File: src/rtl/hip_alias_pkg.sv
package hip_alias_pkg;

    localparam int IRQ_W   = 16;
    localparam int VGEIN_W = 6;

    localparam int VSSIP_B = 2;
    localparam int VSTIP_B = 6;
    localparam int VSEIP_B = 10;
    localparam int SGEIP_B = 12;

    localparam logic [IRQ_W-1:0] VS_MASK    = (IRQ_W'(1) << VSSIP_B) | (IRQ_W'(1) << VSTIP_B)
                                            | (IRQ_W'(1) << VSEIP_B);
    localparam logic [IRQ_W-1:0] HV_MASK    = VS_MASK | (IRQ_W'(1) << SGEIP_B);
    localparam logic [IRQ_W-1:0] MDELEG_WR  = VS_MASK >> 1;
    localparam logic [IRQ_W-1:0] MDELEG_ONE = HV_MASK;
    localparam logic [IRQ_W-1:0] RAW_MASK   = ~HV_MASK;

    typedef enum logic [3:0] {
        V_MIP     = 4'd0,
        V_SIP     = 4'd1,
        V_HIP     = 4'd2,
        V_HVIP    = 4'd3,
        V_VSIP    = 4'd4,
        V_HIDELEG = 4'd5,
        V_MIDELEG = 4'd6,
        V_HGEIP   = 4'd7,
        V_HGEIE   = 4'd8,
        V_VGEIN   = 4'd9
    } csr_view_e;

    function automatic logic [IRQ_W-1:0] guest_view(input logic [IRQ_W-1:0] pend,
                                                    input logic [IRQ_W-1:0] hdeleg);
        return (pend & hdeleg & VS_MASK) >> 1;
    endfunction

endpackage

File: src/rtl/hip_deleg_regs.sv
module hip_deleg_regs
    import hip_alias_pkg::*;
(
    input  logic             clk,
    input  logic             rst,
    input  logic             we_hdeleg,
    input  logic             we_mdeleg,
    input  logic [IRQ_W-1:0] wdata,
    output logic [IRQ_W-1:0] hdeleg,
    output logic [IRQ_W-1:0] mdeleg
);
    logic [IRQ_W-1:0] hdeleg_q;
    logic [IRQ_W-1:0] mdeleg_q;

    always_ff @(posedge clk) begin
        if (rst) begin
            hdeleg_q <= '0;
            mdeleg_q <= '0;
        end else begin
            if (we_hdeleg) hdeleg_q <= wdata & VS_MASK;
            if (we_mdeleg) mdeleg_q <= wdata & MDELEG_WR;
        end
    end

    assign hdeleg = hdeleg_q;
    assign mdeleg = mdeleg_q | MDELEG_ONE;
endmodule

File: src/rtl/hip_gei.sv
module hip_gei
    import hip_alias_pkg::*;
#(
    parameter int GEI_N = 4,
    localparam int GEI_W = (GEI_N > 0) ? GEI_N : 1
) (
    input  logic               clk,
    input  logic               rst,
    input  logic [GEI_W-1:0]   gei_lines,
    input  logic               we_enable,
    input  logic               we_index,
    input  logic [IRQ_W-1:0]   wdata,
    input  logic [VGEIN_W-1:0] idx_wdata,
    output logic [IRQ_W-1:0]   gpend,
    output logic [IRQ_W-1:0]   genab,
    output logic [VGEIN_W-1:0] gindex,
    output logic               gsel_hit,
    output logic               gany
);
    logic [VGEIN_W-1:0] gindex_q;

    always_ff @(posedge clk) begin
        if (rst)           gindex_q <= '0;
        else if (we_index) gindex_q <= idx_wdata;
    end
    assign gindex = gindex_q;

    generate
        if (GEI_N > 0) begin : g_lines
            localparam logic [IRQ_W-1:0] GMASK = ((IRQ_W'(1) << GEI_N) - IRQ_W'(1)) << 1;
            logic [IRQ_W-1:0] gpend_q;
            logic [IRQ_W-1:0] genab_q;
            logic [IRQ_W-1:0] active;

            always_ff @(posedge clk) begin
                if (rst) begin
                    gpend_q <= '0;
                    genab_q <= '0;
                end else begin
                    gpend_q <= (IRQ_W'(gei_lines) << 1) & GMASK;
                    if (we_enable) genab_q <= wdata & GMASK;
                end
            end

            assign active   = gpend_q & genab_q;
            assign gpend    = gpend_q;
            assign genab    = genab_q;
            assign gany     = |active;
            assign gsel_hit = (gindex_q != '0) && (int'(gindex_q) <= GEI_N)
                              && active[gindex_q[3:0]];
        end else begin : g_none
            logic unused_gei;
            assign unused_gei = ^{gei_lines, we_enable, wdata};
            assign gpend      = '0;
            assign genab      = '0;
            assign gany       = 1'b0;
            assign gsel_hit   = 1'b0;
        end
    endgenerate
endmodule

File: src/rtl/hip_pend_core.sv
module hip_pend_core
    import hip_alias_pkg::*;
(
    input  logic             clk,
    input  logic             rst,
    input  logic [IRQ_W-1:0] irq_lines,
    input  logic             we_inject,
    input  logic [IRQ_W-1:0] wdata,
    input  logic             gsel_hit,
    input  logic             gany,
    output logic [IRQ_W-1:0] pend,
    output logic [IRQ_W-1:0] inject
);
    logic [IRQ_W-1:0] pend_q;

    always_ff @(posedge clk) begin
        if (rst) begin
            pend_q <= '0;
        end else begin
            pend_q[IRQ_W-1:0] <= (irq_lines & RAW_MASK)
                               | (we_inject ? (wdata & VS_MASK) : (pend_q & VS_MASK));
        end
    end

    assign inject = pend_q & VS_MASK;

    always_comb begin
        pend          = pend_q;
        pend[VSEIP_B] = pend_q[VSEIP_B] | gsel_hit;
        pend[SGEIP_B] = gany;
    end
endmodule

File: src/rtl/hip_alias.sv
module hip_alias
    import hip_alias_pkg::*;
#(
    parameter int GEI_N = 4,
    localparam int GEI_W = (GEI_N > 0) ? GEI_N : 1
) (
    input  logic               clk,
    input  logic               rst,
    input  logic [IRQ_W-1:0]   irq_lines,
    input  logic [GEI_W-1:0]   gei_lines,
    input  logic [3:0]         csr_sel,
    input  logic               csr_we,
    input  logic [IRQ_W-1:0]   csr_wdata,
    output logic [IRQ_W-1:0]   csr_rdata,
    output logic [IRQ_W-1:0]   pend_o
);
    csr_view_e          view;
    logic [IRQ_W-1:0]   hdeleg, mdeleg, gpend, genab, inject, pend;
    logic [VGEIN_W-1:0] gindex;
    logic               gsel_hit, gany;

    assign view = csr_view_e'(csr_sel);

    hip_deleg_regs u_deleg (
        .clk       (clk),
        .rst       (rst),
        .we_hdeleg (csr_we && view == V_HIDELEG),
        .we_mdeleg (csr_we && view == V_MIDELEG),
        .wdata     (csr_wdata),
        .hdeleg    (hdeleg),
        .mdeleg    (mdeleg)
    );

    hip_gei #(.GEI_N(GEI_N)) u_gei (
        .clk       (clk),
        .rst       (rst),
        .gei_lines (gei_lines),
        .we_enable (csr_we && view == V_HGEIE),
        .we_index  (csr_we && view == V_VGEIN),
        .wdata     (csr_wdata),
        .idx_wdata (csr_wdata[VGEIN_W-1:0]),
        .gpend     (gpend),
        .genab     (genab),
        .gindex    (gindex),
        .gsel_hit  (gsel_hit),
        .gany      (gany)
    );

    hip_pend_core u_core (
        .clk       (clk),
        .rst       (rst),
        .irq_lines (irq_lines),
        .we_inject (csr_we && view == V_HVIP),
        .wdata     (csr_wdata),
        .gsel_hit  (gsel_hit),
        .gany      (gany),
        .pend      (pend),
        .inject    (inject)
    );

    assign pend_o = pend;

    always_comb begin
        unique case (view)
            V_MIP:     csr_rdata = pend;
            V_SIP:     csr_rdata = pend & mdeleg;
            V_HIP:     csr_rdata = pend & HV_MASK;
            V_HVIP:    csr_rdata = inject;
            V_VSIP:    csr_rdata = guest_view(pend, hdeleg);
            V_HIDELEG: csr_rdata = hdeleg;
            V_MIDELEG: csr_rdata = mdeleg;
            V_HGEIP:   csr_rdata = gpend;
            V_HGEIE:   csr_rdata = genab;
            V_VGEIN:   csr_rdata = IRQ_W'(gindex);
            default:   csr_rdata = '0;
        endcase
    end
endmodule

File: config.mk
export PLATFORM = sky130hd
export DESIGN_NAME = hip_alias
export DESIGN_NICKNAME = d
export VERILOG_FILES = /design/src/rtl/hip_alias_pkg.sv /design/src/rtl/hip_deleg_regs.sv /design/src/rtl/hip_gei.sv /design/src/rtl/hip_pend_core.sv /design/src/rtl/hip_alias.sv
export SDC_FILE = /design/constraint.sdc
export NUM_CORES = 1
export LEC_CHECK = 0
export CAP_MARGIN = 20
export CORE_MARGIN = 3
export CORE_UTILIZATION = 50
export DETAILED_ROUTE_END_ITERATION = 8
export GPL_TIMING_DRIVEN = 1
export PLACE_DENSITY = 0.81
export SLEW_MARGIN = 15
export SYNTH_ARGS = -nofsm -noshare
export SYNTH_HDL_FRONTEND = slang
export SYNTH_HIERARCHICAL = 1
export SYNTH_SLANG_ARGS = --single-unit
File: constraint.sdc
create_clock -name clk -period 2.2 [get_ports clk]
set_input_delay 0.44 -clock clk [delete_from_list [all_inputs] [get_ports clk]]
set_output_delay 0.44 -clock clk [all_outputs]
set_load 0.05 [all_outputs]
==> metrics <==
most common cell after layout, fill and taps aside=conb_1; Area growth, synth to finish=42.0%; first-pass GRT wire length=13100 um; antenna cells=0; setup ws final=-0.181 ns; Die H=83.2 um; sequential element share of the synthesized area=23.5%; Tot Pwr=1.77 mW; Clock Latency Late Sink=0.29 ns; DRT antenna net count=0; Pre-Repair DR Iteration Count=4; Distinct cells, synth=47; number of global-route vias before repair=2757; nets=502; Setup Skew=0 ns; FMAX=0.420 GHz; number of vias per cell=5.17; Post-synth EDFFs=0; required time of the critical path=1.76 ns; Post-Syn Instances=351; Slew Limit Fails=0; CTS tree=done; core area=5640 um^2; Fin Setup TNS=-0.235 ns; critical-path cell list=a31oi_4 > o21ai_2 > and4_1 > or2_4 > a32oi_2 > o221ai_2 > buf_12; GRT overflow=0; final worst path period share=108%; final std cells w/o fill=532; highest-count cells in the layout ignoring fill and taps=63 x conb_1, 58 x buf_4, 41 x clkdlybuf4s50_1; flops & latches, synth=35; max cap viols=0; placed cell area=3880 um^2; Detailed Route WL=8190 um; Worst VDD drop=394 uV; I/O pin count=75; vias post-DR=2748; hold buffer count at CTS=0; unrepaired setup endpoints after global routing=yes; Clock transition at path regs=0.08 ns; WP data arrival=1.94 ns; Die Width=83.2 um; CP max stage cell=dfxtp_4; Final GP Congestion=0.859; H-tree depth=2; hpwl dp=5890 um; crit-path max FO=4; Root Driver=clkbuf_8; detailed-route DRC error count=0; Slew @ Worst Pin=0.517 ns; initial DRC count=126; clock sink count=35; Util after Layout=75.0%; worst setup path startpoint=u_gei/gindex[0]; CP Launch Type=register; TritonCTS Buffers=5; hold_sp=u_deleg/mdeleg_q[9]; leakage power=1.82 nW; Hold Path Class=register to register; largest net degree at the start of global routing=36; Post-Syn Area per Cell=8.49 um^2; Async SR Flop Fraction=0%; crit path kind=register to primary output; GRT Overall Usage=23.1%; top_reg_cell synth=dfxtp_1; final hold violations=0; Synth Cell Area=2980 um^2; Final setup viols=2; r2r startpoint=u_gei/gindex[1]; crit-path max cell delay=0.37 ns; Std-Cell Rows=27; failing checks=setup timing; power density cells=417 nW/um^2; routed len/inst=15.4 um; crit path time final=2.38 ns; relative slew slack=65.4%; CP Capture Type=primary output; share of cells above drive strength 1=28.5%; placed cells=510; Synth warnings=6; Final Instance Area=4230 um^2; Max clock buf depth=2; full die area=6920 um^2; status=finished with violations; Initial Utilization=52.8%; antenna violations before repair=0; Port Buffers=63
critical path: cells and delay by family, from the launching register on:
family | cells | cell delay [ns]
AO/OA/AOI/OAI | 4 | 0.65
buffers and inverters | 1 | 0.18
AND/OR/NAND/NOR | 2 | 0.43
flip-flops | 1 | 0.37
through the flow:
| step | hold WS (ns) | worst slack (ns) |
|---|---|---|
| 2_1_floorplan | 0.466 | 0.0378 |
| 3_3_place_gp | 0.495 | -0.293 |
| 3_5_place_dp | 0.508 | -0.343 |
| 4_1_cts | 0.528 | -0.133 |
| 5_1_grt | 0.560 | -0.203 |
| 6_report | 0.531 | -0.181 |
cell type report:
cell class / instances / area [um^2]
clock buffer: 5 / 68.8
inverter: 2 / 7.51
sequential: 35 / 707
tap: 72 / 90.1
clock inverter: 3 / 23.8
fill: 377 / 1410
multi-input combinational: 284 / 1970
timing repair buffer: 131 / 1360
where the power goes:
group          switching (mW)  total [mW]  internal (mW)
combinational           0.306       0.603          0.296
sequential             0.0165       0.669          0.652
clock                   0.268       0.495          0.226
synth_stat cells (3+ instances only):
cell type  count  area, um^2
dfxtp_1       35         701
nand2_1        7        26.3
o21ai_0       15        75.1
and4b_1        4        40.0
nor2b_1       28         175
clkbuf_1       6        22.5
nand4_1        7        43.8
a22oi_1       11        82.6
buf_4         69         518
mux2_2         8        90.1
nand2b_1      16         100
nor2_2         3        18.8
and3b_1       19         166
nor4bb_1       5        50.1
nor2_1        18        67.6
nand3_1        5        25.0
mux2i_1       19         190
a32oi_1       13         114
and2_1         3        18.8
o221ai_1       4        35.0
buf_2          8        40.0
nand3b_1       4        30.0
conb_1         4        15.0
buf_6          4        45.0
cells by family (layout without fill, tap and decap cells):
logic type	Yosys count	in the layout	synth area share [%]
DFF	35	35	23.5
buffers and inverters	91	141	21.5
and+or+nand+nor	134	134	30.5
muxes	27	27	9.40
AOI/OAI and AO/OA	60	60	14.6
other	4	63	0.504
repair_timing:
item / 4_1_cts / 5_1_grt
endpoints found under the setup margin: 16 / 10
cloned: 2 / 1
resized for setup: 33 / 15
pin swaps: 15 / 12
buffers inserted: 10 / 2
sequential cells by signal, summed over array words and instances, names as in the netlist:
name	flops
u_deleg/hdeleg	3
u_gei/gpend	4
u_gei/gindex	6
u_gei/genab	4
u_deleg/mdeleg_q	3
u_core/pend_q	15
worst paths after layout:
path                              end  slack (ns)  cells past startpoint
setup / recovery        csr_rdata[10]       -0.18                      7
hold / removal    u_deleg/mdeleg_q[9]        0.53                      2
setup reg to reg      u_gei/gindex[1]        1.44                      3
hold reg to reg   u_deleg/mdeleg_q[9]        0.53                      2
metal layers:
layer / track usage [%] / part of all wire, %
met5: 0 / 0
met4: 8.47 / 2.1
met3: 3.47 / 4.3
met2: 41.3 / 51
met1: 27.7 / 43
Note: power is estimated with default switching activity, not from simulation.
